$ cat config.mk
export PLATFORM = sky130hd
export DESIGN_NAME = irq_coalesce
export DESIGN_NICKNAME = d
export VERILOG_FILES = /design/src/rtl/irqc_pkg.sv /design/src/rtl/irqc_ring_calc.sv /design/src/rtl/irqc_flush_timer.sv /design/src/rtl/irqc_tx_gate.sv /design/src/rtl/irq_coalesce.sv
export SDC_FILE = /design/constraint.sdc
export NUM_CORES = 1
export LEC_CHECK = 0
export ABC_CLOCK_PERIOD_IN_PS = 6000
export BUFFER_PORTS_ARGS = -buffer_cell sky130_fd_sc_hd__buf_2
export CAP_MARGIN = 15
export CORE_UTILIZATION = 45
export DETAILED_ROUTE_END_ITERATION = 8
export HOLD_SLACK_MARGIN = 0.08
export PLACE_DENSITY = 0.67
export SETUP_SLACK_MARGIN = 0.2
export SLEW_MARGIN = 20
export SYNTH_ARGS = -nofsm -noshare
export SYNTH_HDL_FRONTEND = slang
export SYNTH_SLANG_ARGS = --single-unit
$ cat constraint.sdc
create_clock -name clk -period 6 [get_ports clk]
set_clock_uncertainty 0.1 [all_clocks]
set_input_delay 0.3 -clock clk [delete_from_list [all_inputs] [get_ports clk]]
set_output_delay 0.3 -clock clk [all_outputs]
set_load 0.05 [all_outputs]
$ cat src/rtl/irqc_pkg.sv
package irqc_pkg;

   // Reason for a delivery in the current cycle, in priority order
   typedef enum logic [2:0] {
      DLV_NONE,
      DLV_FLUSH,
      DLV_ZERO,
      DLV_TX_FULL,
      DLV_RX_FIRST,
      DLV_RX_LOW
   } deliv_t;

endpackage

$ cat src/rtl/irqc_ring_calc.sv
module irqc_ring_calc #(
   parameter int IDX_W      = 8,
   parameter int DESC_BYTES = 16,
   parameter int HEADROOM   = 5,
   localparam int DESC_SH   = $clog2(DESC_BYTES),
   localparam int ENT_W     = IDX_W + 1,
   localparam int LEN_W     = ENT_W + DESC_SH
) (
   input  logic [IDX_W-1:0] head,
   input  logic [IDX_W-1:0] tail,
   input  logic [LEN_W-1:0] len_bytes,
   output logic [ENT_W-1:0] pending,
   output logic [ENT_W-1:0] limit
);

   logic [ENT_W-1:0] entries;
   logic [ENT_W-1:0] head_x;
   logic [ENT_W-1:0] tail_x;

   always_comb begin
      entries = ENT_W'(len_bytes >> DESC_SH);
      head_x  = ENT_W'(head);
      tail_x  = ENT_W'(tail);
      // occupancy with wrap-around of the ring indices
      if (tail_x >= head_x) pending = tail_x - head_x;
      else                  pending = tail_x + entries - head_x;
      // near-full limit, floored at zero for tiny rings
      if (entries > ENT_W'(HEADROOM)) limit = entries - ENT_W'(HEADROOM);
      else                            limit = '0;
   end

endmodule

$ cat src/rtl/irqc_flush_timer.sv
module irqc_flush_timer #(
   parameter int DLY_W         = 16,
   parameter int CLKS_PER_TICK = 128
) (
   input  logic             clk,
   input  logic             rst,
   input  logic             arm,
   input  logic             cancel,
   input  logic [DLY_W-1:0] delay,
   output logic             running,
   output logic             expire
);

   logic             run_q;
   logic [DLY_W-1:0] rem_q;
   logic             tick;
   logic             start;

   assign start = arm && !run_q && !cancel && (delay != '0);

   generate
      if (CLKS_PER_TICK < 1) begin : g_bad_tick
         $error("CLKS_PER_TICK must be at least 1");
      end
      if (CLKS_PER_TICK == 1) begin : g_no_pre
         assign tick = run_q;
      end else begin : g_pre
         localparam int PRE_W = $clog2(CLKS_PER_TICK);
         localparam logic [PRE_W-1:0] PRE_LAST = PRE_W'(CLKS_PER_TICK - 1);
         logic [PRE_W-1:0] pre_q;
         always_ff @(posedge clk) begin
            if (rst || start)  pre_q <= '0;
            else if (run_q)    pre_q <= (pre_q == PRE_LAST) ? '0 : pre_q + 1'b1;
         end
         assign tick = run_q && (pre_q == PRE_LAST);
      end
   endgenerate

   assign expire  = tick && (rem_q == DLY_W'(1));
   assign running = run_q;

   always_ff @(posedge clk) begin
      if (rst) begin
         run_q <= 1'b0;
         rem_q <= '0;
      end else if (cancel || expire) begin
         run_q <= 1'b0;
      end else if (start) begin
         run_q <= 1'b1;
         rem_q <= delay;
      end else if (tick) begin
         rem_q <= rem_q - 1'b1;
      end
   end


   arm_no_restart_chk: assert property (@(posedge clk) disable iff (rst)
      (run_q && arm && !cancel && !tick) |=> (rem_q == $past(rem_q)));

endmodule

$ cat src/rtl/irqc_tx_gate.sv
module irqc_tx_gate #(
   parameter int ENT_W        = 9,
   parameter int TXC_W        = 10,
   parameter int EARLY_EVENTS = 4
) (
   input  logic             clk,
   input  logic             rst,
   input  logic             tx_req,
   input  logic             tx_done,
   input  logic             zero_dly,
   input  logic [TXC_W-1:0] tx_cnt,
   input  logic [ENT_W-1:0] pending,
   input  logic [ENT_W-1:0] limit,
   output logic             tx_go,
   output logic [ENT_W-1:0] pend_q
);

   localparam int SUM_W = TXC_W + 1;

   logic [SUM_W-1:0] look_sum;
   logic             hold_back;

   generate
      if (EARLY_EVENTS >= (1 << TXC_W)) begin : g_bad_early
         $error("EARLY_EVENTS does not fit the transmit counter");
      end
   endgenerate

   always_comb begin
      look_sum  = SUM_W'(tx_cnt) + SUM_W'(pending);
      hold_back = !zero_dly
                  && (tx_cnt > TXC_W'(EARLY_EVENTS))
                  && (look_sum < SUM_W'(limit));
   end

   always_ff @(posedge clk) begin
      if (rst) begin
         tx_go  <= 1'b0;
         pend_q <= '0;
      end else begin
         tx_go <= tx_req && !hold_back;
         if (tx_req && !hold_back) pend_q <= pending;
         else if (tx_done)         pend_q <= '0;
      end
   end


   early_accept_chk: assert property (@(posedge clk) disable iff (rst)
      (tx_req && (tx_cnt <= TXC_W'(EARLY_EVENTS))) |=> tx_go);

endmodule

$ cat src/rtl/irq_coalesce.sv
module irq_coalesce #(
   parameter int IDX_W         = 8,
   parameter int DESC_BYTES    = 16,
   parameter int CAUSE_W       = 16,
   parameter int DLY_W         = 16,
   parameter int CLKS_PER_TICK = 128,
   parameter int EARLY_EVENTS  = 4,
   parameter int HEADROOM      = 5,
   parameter int RX_SENTINEL   = 100000,
   parameter int LOWTHR_BIT    = 4,
   localparam int DESC_SH      = $clog2(DESC_BYTES),
   localparam int ENT_W        = IDX_W + 1,
   localparam int LEN_W        = ENT_W + DESC_SH
) (
   input  logic               clk,
   input  logic               rst,
   input  logic [IDX_W-1:0]   tx_head,
   input  logic [IDX_W-1:0]   tx_tail,
   input  logic [LEN_W-1:0]   tx_len_bytes,
   input  logic               tx_req,
   input  logic               tx_done,
   input  logic [CAUSE_W-1:0] tx_cause,
   input  logic               rx_evt,
   input  logic [CAUSE_W-1:0] rx_cause,
   input  logic [DLY_W-1:0]   delay_ticks,
   output logic               tx_go,
   output logic               tx_kick,
   output logic               cause_set,
   output logic [CAUSE_W-1:0] cause_word
);
   import irqc_pkg::*;

   localparam int TXC_W = ENT_W + 1;
   localparam int RXC_W = $clog2(RX_SENTINEL + 1);
   localparam int SUM_W = TXC_W + 1;
   localparam logic [RXC_W-1:0] RX_SENT = RXC_W'(RX_SENTINEL);

   generate
      if ((1 << DESC_SH) != DESC_BYTES) begin : g_bad_desc
         $error("DESC_BYTES must be a power of two");
      end
      if (LOWTHR_BIT >= CAUSE_W) begin : g_bad_bit
         $error("LOWTHR_BIT outside the cause word");
      end
   endgenerate

   // ring occupancy
   logic [ENT_W-1:0] pending;
   logic [ENT_W-1:0] limit;

   irqc_ring_calc #(
      .IDX_W      (IDX_W),
      .DESC_BYTES (DESC_BYTES),
      .HEADROOM   (HEADROOM)
   ) u_ring (
      .head      (tx_head),
      .tail      (tx_tail),
      .len_bytes (tx_len_bytes),
      .pending   (pending),
      .limit     (limit)
   );

   // state
   logic [TXC_W-1:0]   tx_cnt;
   logic [RXC_W-1:0]   rx_cnt;
   logic [CAUSE_W-1:0] held;
   logic [ENT_W-1:0]   pend_q;
   logic               zero_dly;

   assign zero_dly = (delay_ticks == '0);

   irqc_tx_gate #(
      .ENT_W        (ENT_W),
      .TXC_W        (TXC_W),
      .EARLY_EVENTS (EARLY_EVENTS)
   ) u_gate (
      .clk      (clk),
      .rst      (rst),
      .tx_req   (tx_req),
      .tx_done  (tx_done),
      .zero_dly (zero_dly),
      .tx_cnt   (tx_cnt),
      .pending  (pending),
      .limit    (limit),
      .tx_go    (tx_go),
      .pend_q   (pend_q)
   );

   // flush timer
   logic arm;
   logic deliver;
   logic tmr_running;
   logic tmr_expire;

   irqc_flush_timer #(
      .DLY_W         (DLY_W),
      .CLKS_PER_TICK (CLKS_PER_TICK)
   ) u_timer (
      .clk     (clk),
      .rst     (rst),
      .arm     (arm),
      .cancel  (deliver),
      .delay   (delay_ticks),
      .running (tmr_running),
      .expire  (tmr_expire)
   );

   // decision logic
   logic [SUM_W-1:0]   tx_sum_raw;
   logic [TXC_W-1:0]   tx_sum;
   logic               tx_full;
   logic               rx_first;
   logic               rx_low;
   logic               flush_go;
   logic               any_evt;
   logic [CAUSE_W-1:0] merged;
   deliv_t             reason;
   logic [TXC_W-1:0]   tx_cnt_nxt;
   logic [RXC_W-1:0]   rx_cnt_nxt;

   always_comb begin
      tx_sum_raw = SUM_W'(tx_cnt) + SUM_W'(pend_q);
      tx_sum     = tx_sum_raw[SUM_W-1] ? '1 : tx_sum_raw[TXC_W-1:0];
      tx_full    = tx_done && (tx_sum >= TXC_W'(limit));
      rx_first   = rx_evt && (rx_cnt == '0);
      rx_low     = rx_evt && !rx_first && rx_cause[LOWTHR_BIT] && (rx_cnt < RX_SENT);
      flush_go   = tmr_expire && ((tx_cnt != '0) || (rx_cnt != '0));
      any_evt    = tx_done || rx_evt;
      merged     = held | (tx_done ? tx_cause : '0) | (rx_evt ? rx_cause : '0);

      if (flush_go)                 reason = DLV_FLUSH;
      else if (zero_dly && any_evt) reason = DLV_ZERO;
      else if (tx_full)             reason = DLV_TX_FULL;
      else if (rx_first)            reason = DLV_RX_FIRST;
      else if (rx_low)              reason = DLV_RX_LOW;
      else                          reason = DLV_NONE;

      deliver = (reason != DLV_NONE);
      arm     = !deliver && any_evt;

      case (reason)
         DLV_FLUSH, DLV_ZERO: begin
            tx_cnt_nxt = '0;
            rx_cnt_nxt = '0;
         end
         default: begin
            if (tx_full)      tx_cnt_nxt = '0;
            else if (tx_done) tx_cnt_nxt = tx_sum;
            else              tx_cnt_nxt = tx_cnt;

            if (rx_first)                      rx_cnt_nxt = RXC_W'(1);
            else if (rx_low)                   rx_cnt_nxt = RX_SENT;
            else if (rx_evt && (rx_cnt != '1)) rx_cnt_nxt = rx_cnt + 1'b1;
            else                               rx_cnt_nxt = rx_cnt;
         end
      endcase
   end

   always_ff @(posedge clk) begin
      if (rst) begin
         tx_cnt     <= '0;
         rx_cnt     <= '0;
         held       <= '0;
         cause_set  <= 1'b0;
         cause_word <= '0;
         tx_kick    <= 1'b0;
      end else begin
         tx_cnt     <= tx_cnt_nxt;
         rx_cnt     <= rx_cnt_nxt;
         held       <= deliver ? '0 : merged;
         cause_set  <= deliver;
         cause_word <= deliver ? merged : '0;
         tx_kick    <= (reason == DLV_FLUSH);
      end
   end


   rx_first_chk: assert property (@(posedge clk) disable iff (rst)
      (rx_evt && (rx_cnt == '0)) |=> cause_set);


   zero_delay_chk: assert property (@(posedge clk) disable iff (rst)
      ((delay_ticks == '0) && (tx_done || rx_evt)) |=> cause_set);


   kick_with_cause_chk: assert property (@(posedge clk) disable iff (rst)
      tx_kick |-> cause_set);


   quiet_word_chk: assert property (@(posedge clk) disable iff (rst)
      !cause_set |-> (cause_word == '0));


   cancel_on_deliver_chk: assert property (@(posedge clk) disable iff (rst)
      (deliver && !arm) |=> !tmr_running);

endmodule

==> results.yml <==
die:
  fp.dieArea_mm2: 0.0150
  die-width_um: 122
  die_h_um: 122
  core_area_mm2: 0.0140
  rows: 43
  io_pins: 101
  start_util_pct: 46.6
power_and_ir_drop:
  ir_drop_mv: 0.143
  leakagePower_nw: 3.32
  clockPowerShare_pct: 20.1
  switching_share_pct: 42.8
  totalPowerFinal_mw: 2.87
  p_sw_mw: 1.23
  pwr-share-seq_pct: 29.9
  p_comb_share_pct: 50.0
  p_per_area_mw_per_mm2: 387
  p_int_mw: 1.64
cells_and_area:
  drive_gt1_share_pct: 15.5
  final_common_cell: "nor2_1"
  final_net_count: 1031
  final_cell_mix: "nor2_1, buf_2, dfxtp_1, inv_1, ha_1"
  multi_input_area_mm2: 0.00423
  nFillCells: 1384
  diodes: 0
  area_delta_synth_final_pct: 14.0
  seq_area_mm2: 0.00190
critical_path:
  start_kind: "primary input"
  worst-setup-path-type: "primary input to register"
  cp-end-kind: "register"
  required_ns: 6.17
  crit_fanout: 16
  rr_startpoint: "tx_cnt[0]"
  crit_arrival_ns: 5.50
  crit_start: "tx_head[1]"
synth:
  syn_inst: 795
  syn_avg_cell_area_um2: 8.20
  yosys.area.top_type: "dfxtp_1"
  synth_top_family_by_area: "simple AND/OR/NAND/NOR gates"
  synthArstFlopShare_pct: 0
  seq_area_frac_synth_pct: 29.2
  synth.area.top_cells: "dfxtp_1, ha_1, nor2_1, a21oi_1, inv_1"
  ys_seq_elements: 95
  synth_nets: 948
  netlist_area_mm2: 0.00652
  synthAdderAreaFrac_pct: 14.9
  muxShareOfSynthArea_pct: 2.86
  yosysTopAreaCellShare_pct: 29.2
  synth_compound_area_share_pct: 20.4
  synth-simple-area-share_pct: 20.6
  ys_dominant_reg_cell: "dfxtp_1"
  yosysUniqueCellTypes: 67
  synth_xor_area_share_pct: 6.05
  yosysWarnings: 0
  synth-edff-count: 0
global_route:
  grt_overflow: 0
  grt_pass1_wl_um: 24900
  grt.total_usage_pct: 20.8
  grt_max_degree: 50
  grt_pass1_vias: 5256
  antenna_found_initial: 0
clocking:
  cts_tree: "yes"
  clock_sinks: 95
  clock-root-buffer: "clkbuf_16"
  postCtsSetupBuffers: 0
  clock_latency_ns: 0.35
  htreeDepth: 3
  cts_buffers: 9
  cts_buffer_depth: 2
  clk_pin_slew_ns: 0.08
timing:
  max_freq_ghz: 0.188
  finalCriticalPeriod_ns: 5.32
  setup_violations: 0
  hold_viol: 0
  tightest_slew_ns: 0.853
  finalCritPeriodShare_pct: 88.7
  slew-limit-headroom_pct: 43.1
  rsz0062_at_grt: "no"
  maxSlewViolCount: 0
  setup_ws_ns: 0.676
  tns_ns: 0
placement:
  portBuffers: 96
  dp_slack_ns: 0.276
  gp_congestion: 0.863
  dp_hpwl_um: 11500
job:
  cap_violations: 0
routing:
  routed_wl_um: 15100
  via_per_inst: 5.50
  drtIter0Drc: 478
  drc: 0
  vias: 5842
  ant_nets: 0
  drt-pass1-iter-count: 5
  wl_per_cell_um: 14.2
worst_hold_path:
  hold_path.startpoint: "rx_cause[15]"
  hold_path.class: "primary input to register"
status:
  status: "complete, no violations"
[power groups by stage]
stage	clock network (mW)	registers, mW	logic (mW)
after floorplan	0	0.926	1.06
after global placement	0	0.872	1.41
after detailed placement	0	0.872	1.42
after CTS	0.594	0.859	1.43
after global routing	0.623	0.877	1.62
final	0.577	0.860	1.44
[logic make-up (layout without fill, tap and decap cells)]
group | count (synthesis) | after routing
xor+xnor | 45 | 45
flops | 95 | 95
fa+ha+maj | 71 | 71
compound gates | 195 | 195
mux | 18 | 18
simple gates | 274 | 274
buf+inv | 97 | 185
[final cells by class]
| class | instances | share of cell area [%] |
|---|---|---|
| Multi-Input combinational cell | 603 | 57.0 |
| Sequential cell | 95 | 25.6 |
| Timing Repair Buffer | 98 | 6.67 |
| Inverter | 71 | 3.59 |
| Clock buffer | 9 | 3.03 |
| Tap cell | 180 | 3.03 |
| Clock inverter | 7 | 1.13 |
[metrics by stage]
step / hold WS [ns] / std cells / cell area [um^2] / utilization [%]
after floorplan: 0.332 / 795 / 6520 / -
after global placement: 0.343 / 1047 / 7120 / 50.9
after detailed placement: 0.348 / 1047 / 7120 / 50.9
after CTS: 0.0924 / 1063 / 7420 / 53.1
after global routing: 0.102 / 1063 / 7430 / 53.1
final: 0.103 / 1063 / 7430 / 53.1
[per-layer routing]
metal | vias up | wire length [um] | track usage [%]
li1 | 3011 | - | -
met1 | 2661 | 7450 | 28.4
met2 | 158 | 6770 | 34.0
met3 | 12 | 702 | 3.21
met4 | 0 | 169 | 5.03
met5 | - | 0 | 0
[path summary, 6_finish.rpt]
| path | to | slack [ns] | cells after the start |
|---|---|---|---|
| setup / recovery | u_gate.pend_q[3] | 0.68 | 24 |
| hold / removal | held[15] | 0.10 | 3 |
| setup reg to reg | u_timer.rem_q[10] | 0.81 | 20 |
| hold reg to reg | cause_word[12] | 0.36 | 2 |
[worst max-delay path, cell delays in order]
cell and delay [ns]:
buf_2 0.10, inv_1 0.07, ha_1 0.30, nor2b_1 0.14, o31a_1 0.27, nor3_1 0.20, o21bai_1 0.13, a221o_1 0.50
mux2i_1 0.27, ha_1 0.23, inv_1 0.06, fa_1 0.40, nor2b_1 0.17, o31a_1 0.18, o31a_1 0.18, o21a_1 0.12
nor2_1 0.04, xnor2_1 0.12, ha_1 0.29, a211oi_1 0.21, nand2_1 0.07, o31a_1 0.45, or3b_2 0.51, a21oi_1 0.15
[registers in the layout, indices dropped and copies added (netlist names), 7 cells and up]
register / count
u_timer.g_pre.pre_q: 7
held: 16
rx_cnt: 17
u_timer.rem_q: 16
cause_word: 16
u_gate.pend_q: 9
tx_cnt: 10
[cells in the mapped netlist, types with 16 or more instances]
cell      instances
a21oi_1          54
a221oi_1         18
nor3_1           18
inv_1            69
ha_1             60
dfxtp_1          95
o21ai_0          33
xnor2_1          28
nor2_1          106
xor2_1           17
clkbuf_1         16
nand2_1          56
[timing repair]
action | 4_1_cts | 5_1_grt
endpoints found under the setup margin | 0 | 3
resized for setup | 0 | 1
hold buffers | 0 | 0
hold endpoints to repair | 0 | 0
Note: power is estimated with default switching activity, not from simulation.
